## config.mk

```make
export PLATFORM = sky130hd
export DESIGN_NAME = rx_flag_unit
export DESIGN_NICKNAME = d
export VERILOG_FILES = /design/src/rtl/rxf_pkg.sv /design/src/rtl/rxf_idle_det.sv /design/src/rtl/rxf_clr_seq.sv /design/src/rtl/rx_flag_unit.sv
export SDC_FILE = /design/constraint.sdc
export NUM_CORES = 1
export LEC_CHECK = 0
export ABC_AREA = 1
export BUFFER_PORTS_ARGS = -buffer_cell sky130_fd_sc_hd__buf_2
export CORE_MARGIN = 4
export CORE_UTILIZATION = 49
export CTS_CLUSTER_DIAMETER = 120
export CTS_CLUSTER_SIZE = 14
export DETAILED_ROUTE_END_ITERATION = 10
export GPL_ROUTABILITY_DRIVEN = 0
export PLACE_DENSITY = 0.82
export SLEW_MARGIN = 20
export SYNTH_ARGS = -nofsm -noshare
export SYNTH_HDL_FRONTEND = slang
export SYNTH_HIERARCHICAL = 1
export SYNTH_SLANG_ARGS = --single-unit
export TNS_END_PERCENT = 10
```

## constraint.sdc

```tcl
create_clock -name clk -period 1.7 [get_ports clk]
set_input_delay 0.17 -clock clk [delete_from_list [all_inputs] [get_ports clk]]
set_output_delay 0.17 -clock clk [all_outputs]
set_load 0.005 [all_outputs]
```

## src/rtl/rxf_pkg.sv

```systemverilog
`timescale 1ns/1ps
package rxf_pkg;
    typedef struct packed {
        logic full;
        logic idle;
        logic ovr;
    } rxf_flags_t;

    localparam logic RD_STATUS = 1'b0;
    localparam logic RD_DATA   = 1'b1;
endpackage

```

## src/rtl/rxf_idle_det.sv

```systemverilog
`timescale 1ns/1ps
module rxf_idle_det #(
    parameter int LIM_SHORT = 10,
    parameter int LIM_LONG  = 11
) (
    input  logic clk,
    input  logic rst_n,
    input  logic tick,
    input  logic line,
    input  logic long_fmt,
    output logic idle_evt
);
    localparam int CW = $clog2(LIM_LONG + 1);
    localparam logic [CW-1:0] LIM_S = CW'(LIM_SHORT);
    localparam logic [CW-1:0] LIM_L = CW'(LIM_LONG);

    typedef struct packed {
        logic [CW-1:0] cnt;
    } st_t;

    st_t st_d, st_q;
    logic [CW-1:0] lim;

    always_comb begin
        st_d     = st_q;
        idle_evt = 1'b0;
        lim      = long_fmt ? LIM_L : LIM_S;
        if (tick) begin
            if (!line) begin
                st_d.cnt = '0;
            end else if (st_q.cnt < lim) begin
                st_d.cnt = st_q.cnt + 1'b1;
                idle_evt = (st_q.cnt + 1'b1) == lim;
            end
        end
    end

    always_ff @(posedge clk or negedge rst_n) begin
        if (!rst_n) st_q <= '0;
        else        st_q <= st_d;
    end

    // the run counter saturates at the longer limit
    p_cnt_bound_r5: assert property (@(posedge clk) disable iff (!rst_n)
        st_q.cnt <= LIM_L);
    // one event per unbroken run
    p_one_evt_r5: assert property (@(posedge clk) disable iff (!rst_n)
        idle_evt && !$changed(long_fmt) |=> !idle_evt || $past(!line));
endmodule

```

## src/rtl/rxf_clr_seq.sv

```systemverilog
`timescale 1ns/1ps
module rxf_clr_seq
    import rxf_pkg::*;
(
    input  logic       clk,
    input  logic       rst_n,
    input  logic       rd_stb,
    input  logic       rd_sel,
    input  rxf_flags_t flags_i,
    output rxf_flags_t clr_o
);
    typedef struct packed {
        logic       armed;
        rxf_flags_t snap;
    } st_t;

    st_t st_d, st_q;

    always_comb begin
        st_d  = st_q;
        clr_o = '0;
        if (rd_stb) begin
            if (rd_sel == RD_STATUS) begin
                st_d.armed = 1'b1;
                st_d.snap  = flags_i;
            end else begin
                if (st_q.armed) clr_o = st_q.snap;
                st_d.armed = 1'b0;
                st_d.snap  = '0;
            end
        end
    end

    always_ff @(posedge clk or negedge rst_n) begin
        if (!rst_n) st_q <= '0;
        else        st_q <= st_d;
    end

    // a clear only ever targets flags that are currently set
    p_clr_subset_r3: assert property (@(posedge clk) disable iff (!rst_n)
        (clr_o & ~flags_i) == '0);
endmodule

```

## src/rtl/rx_flag_unit.sv

```systemverilog
`timescale 1ns/1ps
module rx_flag_unit
    import rxf_pkg::*;
#(
    parameter int DW         = 9,
    parameter int RW         = 8,
    parameter int IDLE_SHORT = 10,
    parameter int IDLE_LONG  = 11
) (
    input  logic          clk,
    input  logic          rst_n,
    input  logic          frame_stb,
    input  logic [DW-1:0] frame_data,
    input  logic          bit_tick,
    input  logic          rx_line,
    input  logic          rd_stb,
    input  logic          rd_sel,
    output logic [RW-1:0] rd_data,
    input  logic          fmt9,
    input  logic          wake_en,
    input  logic          rie,
    input  logic          ilie,
    output logic          data_full,
    output logic          idle_flag,
    output logic          overrun,
    output logic [DW-1:0] held_data,
    output logic          irq
);
    typedef struct packed {
        rxf_flags_t    fl;
        logic [DW-1:0] data;
        logic          arm;
        logic          irq;
    } st_t;

    st_t        st_d, st_q;
    rxf_flags_t clr;
    logic       idle_evt;

    rxf_idle_det #(.LIM_SHORT(IDLE_SHORT), .LIM_LONG(IDLE_LONG)) u_idle (
        .clk      (clk),
        .rst_n    (rst_n),
        .tick     (bit_tick),
        .line     (rx_line),
        .long_fmt (fmt9),
        .idle_evt (idle_evt)
    );

    rxf_clr_seq u_clr (
        .clk     (clk),
        .rst_n   (rst_n),
        .rd_stb  (rd_stb),
        .rd_sel  (rd_sel),
        .flags_i (st_q.fl),
        .clr_o   (clr)
    );

    always_comb begin
        st_d    = st_q;
        st_d.fl = st_q.fl & ~clr;
        if (idle_evt && st_q.arm && !wake_en) begin
            st_d.fl.idle = 1'b1;
            st_d.arm     = 1'b0;
        end
        if (frame_stb) begin
            if (st_d.fl.full) begin
                st_d.fl.ovr = 1'b1;
            end else begin
                st_d.data    = frame_data;
                st_d.fl.full = 1'b1;
                st_d.arm     = 1'b1;
            end
        end
        st_d.irq = ((st_q.fl.full | st_q.fl.ovr) & rie) | (st_q.fl.idle & ilie);
    end

    always_ff @(posedge clk or negedge rst_n) begin
        if (!rst_n) st_q <= '0;
        else        st_q <= st_d;
    end

    always_comb begin
        rd_data = '0;
        if (rd_sel == RD_STATUS) rd_data[2:0] = {st_q.fl.full, st_q.fl.idle, st_q.fl.ovr};
        else                     rd_data      = st_q.data[RW-1:0];
    end

    assign data_full = st_q.fl.full;
    assign idle_flag = st_q.fl.idle;
    assign overrun   = st_q.fl.ovr;
    assign held_data = st_q.data;
    assign irq       = st_q.irq;

    // a frame into an empty register is captured and flagged
    p_load_r2: assert property (@(posedge clk) disable iff (!rst_n)
        frame_stb && !data_full |=> data_full && held_data == $past(frame_data));
    // a frame onto unread data raises overrun and keeps the held word
    p_keep_r8: assert property (@(posedge clk) disable iff (!rst_n)
        frame_stb && data_full && !rd_stb |=> overrun && $stable(held_data));
    // the held word changes only after a frame strobe
    p_data_stable_r8: assert property (@(posedge clk) disable iff (!rst_n)
        !frame_stb |=> $stable(held_data));
    // idle never rises out of a cycle with wakeup mode on
    p_wake_r6: assert property (@(posedge clk) disable iff (!rst_n)
        $rose(idle_flag) |-> !$past(wake_en));
    // any flag falls only after a data read
    p_clear_path_r3: assert property (@(posedge clk) disable iff (!rst_n)
        $fell(data_full) || $fell(overrun) || $fell(idle_flag) |->
        $past(rd_stb && rd_sel == RD_DATA));
    // a held, enabled data flag keeps the request asserted
    p_irq_hold_r9: assert property (@(posedge clk) disable iff (!rst_n)
        data_full && rie && $past(data_full && rie) |-> irq);
endmodule

```

==> flow_summary.toml <==
[synth]
yosys_register_bits = 22
syn-num-nets = 176
synth_seq_area_share_pct = 46.6
syn_area_per_cell_um2 = 7.68
synth_cells = 154
syn-cell-area_mm2 = 0.00118
synth.lib_cells_used.distinct = 17
yosys_warnings = 6

[job]
cap_violations = 0

[worst_setup_path]
worst_setup_path_endpoint = "st_q[1]$_DFF_PN0_"
worst_ep_required_time_ps = 1890
timing.critical_path.to_type = "register"
crit-reg2reg-launch = "u_idle/st_q[0]$_DFFE_PN0P_"
critical_path_arrival_ps = 1720
worst_setup_path_start_kind = "register"
crit_fanout = 5
worstSetupStartpoint = "u_idle/st_q[0]$_DFFE_PN0P_"
reg2regPathDepth = 8
worstSetupPathType = "register to register"
rr_endpoint = "st_q[1]$_DFF_PN0_"
reg2reg_slack_ps = 170

[die]
chip_height_um = 57.1
initial_core_util_pct = 52.4
design.die.area_mm2 = 0.00326
core_region_area_mm2 = 0.00225
floorplan.io_pins = 41
fp.dieW_um = 57.1
std_cell_rows = 17

[min_path]
holdCritPathClass = "input port to register"
hold_start = "ilie"

[power]
switching_fraction_of_total_power_pct = 32.3
p_leak_nw = 0.809
power.clock.fraction_pct = 17.5
ir_worst_vdd_uv = 488
power_frac_comb_pct = 28.2
netSwitchingPower_uw = 419
cell_pwr_density_mw_per_mm2 = 954
internal_power_uw = 877
power_frac_seq_pct = 54.2

[routing]
drt_pass1_iterations = 6
avgRoutedWirePerCell_um = 12.3
vias_per_cell = 5.06
drt_iter0_drc = 44
ant_nets = 0
vias_post_dr = 1082
total_wirelength_mm = 2.62
remaining_drc_errors = 0

[grt]
gr-usage-met1_pct = 19.3
gr-max-usage-layer = "met2"
globalRouteMet3Util_pct = 3.39
groute.layer.met2.usage_pct = 29.0
initial_antenna_violation_count = 0
first_global_vias = 1031
grt_max_degree = 23
grt_pass1_wl_mm = 4.31
grt_overflow_total = 0
grt.total_usage_pct = 16.5

[timing]
period_share_pct = 90.3
setup_viol = 0
fin_tns_setup_ps = 0
period_needed_ps = 1530
max_freq_mhz = 652
finalMaxSlewViolations = 0
worst_slew_pin_slew_ps = 483
worst_max_slew_margin_expressed_relative_to_the_limit_pct = 67.8
unrepaired_setup_endpoints_after_global_routing = "no"
fin_skew_ps = 4.79
hold_viol = 0

[cts]
cts.sink_count = 22
cts.reportedPaths.clkPinSlew_ps = 110
cts_htree_levels = 1
cts_root_buffer = "sky130_fd_sc_hd__clkbuf_4"
numCtsBuffers = 3
cts.repair.resized = 0
clk_buf_depth = 2
clk_latency_ps = 290
tritoncts = "built"

[finish]
area_growth_syn_to_layout_pct = 14.9
nets = 210
insertedDiodeCount = 0
final_util_pct = 60.3
post_route_cells_drive_above_1_share_pct = 28.0
stdcell_count = 214
finalInstanceArea_mm2 = 0.00136

[place]
place.detailed.instances = 210
input_output_buffers = 40
postPlaceCellArea_mm2 = 0.00133
detailed_place_hpwl_mm = 1.99

[outcome]
outcome = "completed"
placed cells by master (no fill, tap or decap):
master                          netlist  routed
sky130_fd_sc_hd__clkbuf_4             0       3
sky130_fd_sc_hd__inv_1               22      22
sky130_fd_sc_hd__nand4_1              4       4
sky130_fd_sc_hd__o21ai_2              1       1
sky130_fd_sc_hd__buf_2                1      40
sky130_fd_sc_hd__nor2_1               4       4
sky130_fd_sc_hd__dlygate4sd3_1        0       1
sky130_fd_sc_hd__dfrtp_1             22      22
sky130_fd_sc_hd__o22ai_1              1       1
sky130_fd_sc_hd__nand3_1             15      15
sky130_fd_sc_hd__nor2_2               1       1
sky130_fd_sc_hd__o22ai_2              1       1
sky130_fd_sc_hd__o21ai_0              5       5
sky130_fd_sc_hd__nand2_1             58      58
sky130_fd_sc_hd__nand2_2              5       5
sky130_fd_sc_hd__ha_1                 2       2
sky130_fd_sc_hd__nor3_2               1       1
critical path, cell delays in order (launching register included):
cell                      delay [ps]
sky130_fd_sc_hd__dfrtp_1         430
sky130_fd_sc_hd__inv_1            90
sky130_fd_sc_hd__ha_1            320
sky130_fd_sc_hd__nor3_2          180
sky130_fd_sc_hd__nand2_1          60
sky130_fd_sc_hd__nor2_1           80
sky130_fd_sc_hd__nand2_1          70
sky130_fd_sc_hd__o21ai_0         140
sky130_fd_sc_hd__nand2_1          60
cell type report:
class	count	area [um^2]
inverter	22	82.6
multi-input combinational	98	458
sequential	22	551
fill	230	896
timing repair buffer	41	210
clock buffer	3	22.5
tap	28	35.0
worst min path at each step:
| stage | to | slack [ps] | depth (start not counted) |
|---|---|---|---|
| after detailed placement | irq$_DFF_PN0_ | 160 | 1 |
| after global placement | u_idle/st_q[2]$_DFFE_PN0P_ | 160 | 1 |
| after global routing | idle_flag$_DFF_PN0_ | 60 | 2 |
| final | irq$_DFF_PN0_ | 80 | 3 |
| after CTS | idle_flag$_DFF_PN0_ | 70 | 2 |
| after floorplan | data_full$_DFF_PN0_ | -130 | 0 |
registers in the layout, indices dropped and copies added, names as in the netlist:
signal,flops
idle_flag,1
st_q,1
held_data,9
u_clr/st_q,4
overrun,1
irq,1
u_idle/st_q,4
data_full,1
power groups by stage:
| stage | logic [mW] | clock network, mW | registers (mW) |
|---|---|---|---|
| floorplan | 0.278 | 0 | 0.701 |
| global placement | 0.352 | 0 | 0.708 |
| detailed placement | 0.370 | 0 | 0.713 |
| CTS | 0.372 | 0.235 | 0.704 |
| global route | 0.418 | 0.271 | 0.724 |
| finish | 0.366 | 0.227 | 0.703 |
kinds of logic (layout without fill, tap and decap cells):
group / after synthesis / count (layout) / synth area share (%)
adder cells (fa/ha/maj): 2 / 2 / 2.12
AND/OR/NAND/NOR: 88 / 88 / 32.2
buffers and inverters: 34 / 66 / 14.7
AO/OA/AOI/OAI: 8 / 8 / 4.44
flip-flops: 22 / 22 / 46.6
stage by stage:
step / hold slack [ps] / worst slack (ps) / total power [mW]
final: 77.8 / 166 / 1.30
after global routing: 56.3 / 65.7 / 1.41
after CTS: 67.9 / 181 / 1.31
after detailed placement: 163 / 192 / 1.08
after global placement: 159 / 273 / 1.06
after floorplan: -126 / 315 / 0.979
repair_timing:
item / in CTS / in global routing
endpoints found under the hold margin: 22 / 0
hold buffers: 1 / 0
buffers inserted: 0 / 0
metal layers:
layer	share of wire, %	up-vias
met5	0	-
met2	50	40
met4	1.6	0
met1	42	503
li1	-	533
met3	5.8	6
cells in the mapped netlist, drive strengths merged:
library cell	n	area (um^2)
nand2	63	249
dfrtp	22	551
inv	22	82.6
nand3	15	75.1
buf	12	91.3
o21ai	6	33.8
nor2	5	21.3
nand4	4	25.0
ha	2	25.0
o22ai	2	18.8
nor3	1	10.0
(Power assumes the default switching activity.)
